<file path="config.mk">
export PLATFORM = sky130hd
export DESIGN_NAME = irqc_top
export DESIGN_NICKNAME = d
export VERILOG_FILES = /design/src/rtl/irqc_pkg.sv /design/src/rtl/irqc_sync.sv /design/src/rtl/irqc_request.sv /design/src/rtl/irqc_ack_fsm.sv /design/src/rtl/irqc_status_fmt.sv /design/src/rtl/irqc_top.sv
export SDC_FILE = /design/constraint.sdc
export NUM_CORES = 1
export LEC_CHECK = 0
export BUFFER_PORTS_ARGS = -buffer_cell sky130_fd_sc_hd__clkbuf_2
export CAP_MARGIN = 0
export CORE_UTILIZATION = 31
export CTS_CLUSTER_SIZE = 40
export DETAILED_ROUTE_END_ITERATION = 12
export GPL_TIMING_DRIVEN = 0
export PLACE_DENSITY = 0.8
export SLEW_MARGIN = 25
export SYNTH_ARGS = -nofsm -noshare
export SYNTH_HDL_FRONTEND = slang
export SYNTH_SLANG_ARGS = --single-unit
</file>
<file path="constraint.sdc">
create_clock -name clk -period 1.5 [get_ports clk]
set_input_delay 0.225 -clock clk [delete_from_list [all_inputs] [get_ports clk]]
set_output_delay 0.225 -clock clk [all_outputs]
set_load 0.02 [all_outputs]
</file>
<file path="src/rtl/irqc_pkg.sv">
package irqc_pkg;
  typedef enum logic [1:0] {
    ST_IDLE = 2'd0,
    ST_FWD  = 2'd1,
    ST_RESP = 2'd2
  } chain_state_e;
endpackage

</file>
<file path="src/rtl/irqc_sync.sv">
module irqc_sync #(
  parameter int STAGES = 2
) (
  input  logic clk,
  input  logic rst_n,
  input  logic d_i,
  output logic q_o
);
  logic [STAGES-1:0] chain_q;
  logic [STAGES-1:0] chain_d;

  always_comb begin
    chain_d = {chain_q[STAGES-2:0], d_i};
  end

  always_ff @(posedge clk or negedge rst_n) begin
    if (!rst_n) chain_q <= '0;
    else        chain_q <= chain_d;
  end

  assign q_o = chain_q[STAGES-1];
endmodule

</file>
<file path="src/rtl/irqc_request.sv">
module irqc_request #(
  parameter int NUM_LINES = 7,
  localparam int LVL_W = $clog2(NUM_LINES + 1)
) (
  input  logic                 clk,
  input  logic                 rst_n,
  input  logic [LVL_W-1:0]     cfg_level,
  input  logic                 event_i,
  input  logic                 busy_i,
  input  logic                 grant_i,
  output logic                 pending_o,
  output logic [NUM_LINES-1:0] irq_n
);
  logic pend_q, pend_d, defer_q, defer_d;
  logic pend_en, defer_en;

  always_comb begin
    pend_d   = pend_q;
    defer_d  = defer_q;
    if (grant_i) pend_d = 1'b0;
    if (event_i) begin
      if (busy_i) defer_d = 1'b1;
      else        pend_d  = 1'b1;
    end
    if (!busy_i && defer_q) begin
      pend_d  = 1'b1;
      defer_d = 1'b0;
    end
    pend_en  = (pend_d != pend_q);
    defer_en = (defer_d != defer_q);
  end

  always_ff @(posedge clk or negedge rst_n) begin
    if (!rst_n) begin
      pend_q  <= 1'b0;
      defer_q <= 1'b0;
    end else begin
      if (pend_en)  pend_q  <= pend_d;
      if (defer_en) defer_q <= defer_d;
    end
  end

  for (genvar k = 0; k < NUM_LINES; k++) begin : g_line
    assign irq_n[k] = !(pend_q && (cfg_level == LVL_W'(k + 1)));
  end

  assign pending_o = pend_q;

  // no request can appear while an acknowledge is in progress
  a_r8_hold_while_busy: assert property (@(posedge clk) disable iff (!rst_n)
    (busy_i && !pend_q) |=> !pend_q);
  // at most one line pulled
  a_r2_one_line: assert property (@(posedge clk) disable iff (!rst_n)
    $countones(~irq_n) <= 1);
endmodule

</file>
<file path="src/rtl/irqc_ack_fsm.sv">
module irqc_ack_fsm #(
  parameter int LVL_W = 3
) (
  input  logic             clk,
  input  logic             rst_n,
  input  logic             ack_s,
  input  logic [LVL_W-1:0] ack_lvl,
  input  logic [LVL_W-1:0] cfg_level,
  input  logic             pending_i,
  output logic             grant_o,
  output logic             busy_o,
  output logic             resp_o,
  output logic             fwd_o
);
  import irqc_pkg::*;
  chain_state_e state_q, state_d;
  logic own_level;

  always_comb begin
    own_level = (ack_lvl == cfg_level) && (cfg_level != '0);
    state_d   = state_q;
    grant_o   = 1'b0;
    unique case (state_q)
      ST_IDLE: if (ack_s) begin
        if (pending_i && own_level) begin
          state_d = ST_RESP;
          grant_o = 1'b1;
        end else begin
          state_d = ST_FWD;
        end
      end
      ST_FWD:  if (!ack_s) state_d = ST_IDLE;
      ST_RESP: if (!ack_s) state_d = ST_IDLE;
      default: state_d = ST_IDLE;
    endcase
  end

  always_ff @(posedge clk or negedge rst_n) begin
    if (!rst_n) state_q <= ST_IDLE;
    else        state_q <= state_d;
  end

  assign busy_o = ack_s || (state_q != ST_IDLE);
  assign resp_o = (state_q == ST_RESP) && ack_s;
  assign fwd_o  = (state_q == ST_FWD)  && ack_s;

  // a forwarded acknowledge never turns into a response
  a_r4_fwd_stays: assert property (@(posedge clk) disable iff (!rst_n)
    (state_q == ST_FWD) |=> (state_q != ST_RESP));
  // response only entered while a request was outstanding
  a_r3_resp_needs_pend: assert property (@(posedge clk) disable iff (!rst_n)
    (state_q == ST_IDLE && state_d == ST_RESP) |-> pending_i);
endmodule

</file>
<file path="src/rtl/irqc_status_fmt.sv">
module irqc_status_fmt #(
  parameter int ID_W = 32
) (
  input  logic [7:0]      laddr,
  input  logic [7:0]      cause,
  input  logic [15:0]     devdep,
  input  logic            drive_i,
  output logic [ID_W-1:0] data_o
);
  logic [ID_W-1:0] id_word;

  if (ID_W == 8) begin : g_w8
    assign id_word = laddr;
  end else if (ID_W == 16) begin : g_w16
    assign id_word = {cause, laddr};
  end else begin : g_w32
    assign id_word = {devdep, cause, laddr};
  end

  assign data_o = drive_i ? id_word : '0;

  initial begin
    a_r5_width_legal: assert (ID_W == 8 || ID_W == 16 || ID_W == 32);
  end
endmodule

</file>
<file path="src/rtl/irqc_top.sv">
module irqc_top #(
  parameter int NUM_LINES   = 7,
  parameter int ID_W        = 32,
  parameter int SYNC_STAGES = 2,
  localparam int LVL_W = $clog2(NUM_LINES + 1)
) (
  input  logic                 clk,
  input  logic                 rst_n,
  input  logic [LVL_W-1:0]     cfg_level,
  input  logic [7:0]           cfg_laddr,
  input  logic [7:0]           cfg_cause,
  input  logic [15:0]          cfg_devdep,
  input  logic                 event_i,
  input  logic                 ack_in_n,
  input  logic [LVL_W-1:0]     ack_lvl,
  output logic [NUM_LINES-1:0] irq_n,
  output logic                 ack_out_n,
  output logic [ID_W-1:0]      data_o,
  output logic                 data_oe,
  output logic                 dtack_n
);
  logic ack_s, pending, grant, busy, resp, fwd;

  irqc_sync #(.STAGES(SYNC_STAGES)) u_sync (
    .clk(clk), .rst_n(rst_n), .d_i(!ack_in_n), .q_o(ack_s)
  );

  irqc_request #(.NUM_LINES(NUM_LINES)) u_req (
    .clk(clk), .rst_n(rst_n), .cfg_level(cfg_level), .event_i(event_i),
    .busy_i(busy), .grant_i(grant), .pending_o(pending), .irq_n(irq_n)
  );

  irqc_ack_fsm #(.LVL_W(LVL_W)) u_fsm (
    .clk(clk), .rst_n(rst_n), .ack_s(ack_s), .ack_lvl(ack_lvl),
    .cfg_level(cfg_level), .pending_i(pending), .grant_o(grant),
    .busy_o(busy), .resp_o(resp), .fwd_o(fwd)
  );

  irqc_status_fmt #(.ID_W(ID_W)) u_fmt (
    .laddr(cfg_laddr), .cause(cfg_cause), .devdep(cfg_devdep),
    .drive_i(resp), .data_o(data_o)
  );

  assign data_oe   = resp;
  assign dtack_n   = !resp;
  assign ack_out_n = !fwd;

  // responding and forwarding are exclusive
  a_r3_absorb: assert property (@(posedge clk) disable iff (!rst_n)
    !(!dtack_n && !ack_out_n));
  // request line released once response starts
  a_r6_release: assert property (@(posedge clk) disable iff (!rst_n)
    $fell(dtack_n) |-> (&irq_n));
  // outputs drop once the synchronized acknowledge is gone
  a_r7_drop: assert property (@(posedge clk) disable iff (!rst_n)
    $fell(ack_s) |-> (dtack_n && ack_out_n && !data_oe));
  // data lines quiet when not driving
  a_r9_quiet: assert property (@(posedge clk) disable iff (!rst_n)
    !data_oe |-> (data_o == '0));
endmodule

</file>
==> results.json <==
{
  "fin_nets": 222,
  "violations": "negative setup slack",
  "drtPass1Iterations": 4,
  "drive_above_1_share": 0.663,
  "crit_family": "flip-flops",
  "async_flop_share": 1.00,
  "synth_largest_area_cell": "and3_1",
  "vias": 1073,
  "syn_area_um2": 631,
  "critPathKind": "reg2out",
  "pwr-share-comb": 0.641,
  "hold_violations": 0,
  "post-route-period-util": 1.09,
  "place_hpwl_um": 1860,
  "die_w_um": 47.1,
  "power.share.clock": 0.136,
  "timing.fmax_mhz": 609,
  "core_region_area_mm2": 0.00182,
  "syn_nets": 130,
  "cts_tree": "done",
  "synthTopCellsByArea": "and3_1 32%, dfrtp_1 24%, ha_1 6.0%, clkbuf_1 4.2%, xor2_1 4.2%",
  "routed_wl_um": 3520,
  "critPathCaptureType": "output pin",
  "power_uw": 1110,
  "tightest_slew_ns": 0.358,
  "grt_start_max_net_pins": 11,
  "cap_viol_max_count": 0,
  "cp_cell_sequence": "inv_2 > ha_4 > buf_8 > and3_1 > clkbuf_8",
  "diodes": 0,
  "fillers": 112,
  "leakagePower_uw": 0.000849,
  "ys_types": 24,
  "antenna_left": 0,
  "ys_seq_area_frac": 0.238,
  "yosysMostFrequentCell": "and3_1",
  "syn_avg_cell_area_um2": 7.42,
  "cpPeakStageDelay_ns": 0.39,
  "slew_violations": 0,
  "status": "complete, but fails checks",
  "worst-path-buf-inv": 3,
  "clk_pin_slew_ns": 0.04,
  "grt_pass1_vias": 805,
  "vias_per_cell": 5.37,
  "cp.arrival_ns": 1.42,
  "yosysWarnings": 0,
  "holdWs_ns": 0.116,
  "fin_crit_ns": 1.64,
  "ys_ff_latch": 6,
  "skew_ns": 0.00316,
  "power_frac_seq": 0.223,
  "grt_pass1_wl_um": 3350,
  "stdcell_count": 200,
  "design_area_mm2": 0.00146,
  "area_growth_pct": 131,
  "setup_slack_ns": -0.141,
  "synthFlopType": "dfrtp_1",
  "drc": 0,
  "antenna_found_initial": 0,
  "start_kind": "register",
  "p_per_area_mw_per_mm2": 764,
  "p_sw_frac": 0.402,
  "drt_iter0_drc": 23,
  "slew_headroom": 0.760,
  "vdd_drop_max_v": 0.000582,
  "overflow": 0,
  "clk_path_buf_depth": 2,
  "syn_inst": 85,
  "fin_tns_setup_ns": -2.97,
  "setup_violations": 34,
  "synth_enable_flop_cells": 0,
  "slowest_stage": "dfrtp_1",
  "detail_route.wl_per_cell_um": 17.6,
  "finalWeightedCongestion": 0.727,
  "initial_core_util": 0.346,
  "rsz0062_at_grt": "yes",
  "place_inst": 192,
  "clock-root-buffer": "clkbuf_4",
  "die_h_um": 47.1,
  "core.rowCount": 15,
  "synth_commonest_cells": "32 x and3_1, 7 x clkbuf_1, 6 x dfrtp_1",
  "portBuffers": 82,
  "cts_buffers": 3,
  "cts_sinks": 6,
  "globalRouteTotalUtil": 0.220,
  "die-area_mm2": 0.00222,
  "p_int_uw": 667,
  "io_pins": 84,
  "place_area_mm2": 0.00107,
  "clock_latency_ns": 0.25,
  "yosysTopAreaCellShare": 0.317,
  "cp.required_ns": 1.27,
  "cts_max_level": 1,
  "min_path_type": "in2reg",
  "cp_max_fo": 10,
  "p_sw_uw": 447
}
## flip-flops by register name (all words and copies together) (netlist names)
| name | flops |
|---|---|
| u_req.defer_q | 1 |
| u_fsm.state_q | 2 |
| u_req.pending_o | 1 |
| u_sync.chain_q | 2 |
## power groups by stage
stage	clock, uW	combinational, uW	sequential, uW
2_1_floorplan	0	310	220
3_3_place_gp	0	440	223
3_5_place_dp	0	463	225
4_1_cts	155	562	243
5_1_grt	165	764	254
6_report	151	714	249
## layer usage
metal / routed length, um / track usage / share of wire / vias to the layer above
li1: - / - / - / 480
met1: 1270 / 0.196 / 0.36 / 510
met2: 1840 / 0.444 / 0.52 / 74
met3: 308 / 0.0423 / 0.088 / 9
met4: 93 / 0.131 / 0.026 / 0
met5: 0 / 0 / 0 / -
## through the flow
step / setup slack [ns] / util
2_1_floorplan: 0.0258 / -
4_1_cts: -0.0907 / 0.702
3_5_place_dp: -0.0845 / 0.589
6_report: -0.141 / 0.801
3_3_place_gp: -0.0357 / 0.589
5_1_grt: -0.183 / 0.801
## repair_timing
action                     CTS  global route
setup buffers                3             2
setup endpoints to repair   38            36
pin swaps                    0             1
gates resized for setup     43            81
hold buffers                 1             0
hold endpoints to repair     6             0
cloned                       0             0
## logic make-up (layout without fill, tap and decap cells)
family	Yosys count	after routing	synth area share
multiplexers	1	1	0.0179
buffers and inverters	14	104	0.0873
flip-flops	6	6	0.238
XOR/XNOR	3	3	0.0417
AO/OA/AOI/OAI	7	7	0.0774
AND/OR/NAND/NOR	51	51	0.478
adder cells (fa/ha/maj)	3	3	0.0595
## final timing paths
check,from,end,slack [ns],cells past startpoint
max in group asynchronous,rst_n,u_req.pending_o,1.00,2
max reg2reg,u_fsm.state_q[0],u_fsm.state_q[1],-0.05,6
min in group asynchronous,rst_n,u_sync.chain_q[1],0.34,2
min reg2reg,u_sync.chain_q[0],u_sync.chain_q[1],0.35,0
min,ack_in_n,u_sync.chain_q[0],0.12,2
max,u_fsm.state_q[0],data_o[30],-0.14,5
## layout make-up
type | count | area (um^2) | share of cell area
buffer | 8 | 68.8 | 0.0472
inverter | 5 | 18.8 | 0.0129
clock buffer | 3 | 22.5 | 0.0154
tap | 25 | 31.3 | 0.0214
timing repair buffer | 88 | 667 | 0.457
multi-input combinational | 65 | 499 | 0.342
sequential | 6 | 151 | 0.104
## cell usage in the layout, fill, tap and decap left out, drive strengths merged, types with 2 or more instances in the layout
| cell | count |
|---|---|
| ha | 3 |
| inv | 5 |
| buf | 38 |
| and3 | 32 |
| clkbuf | 60 |
| xor2 | 3 |
| dfrtp | 6 |
| nor2b | 2 |
| nand3 | 4 |
| nand2 | 5 |
| a21oi | 2 |
| nor2 | 3 |
(Power assumes the default switching activity.)
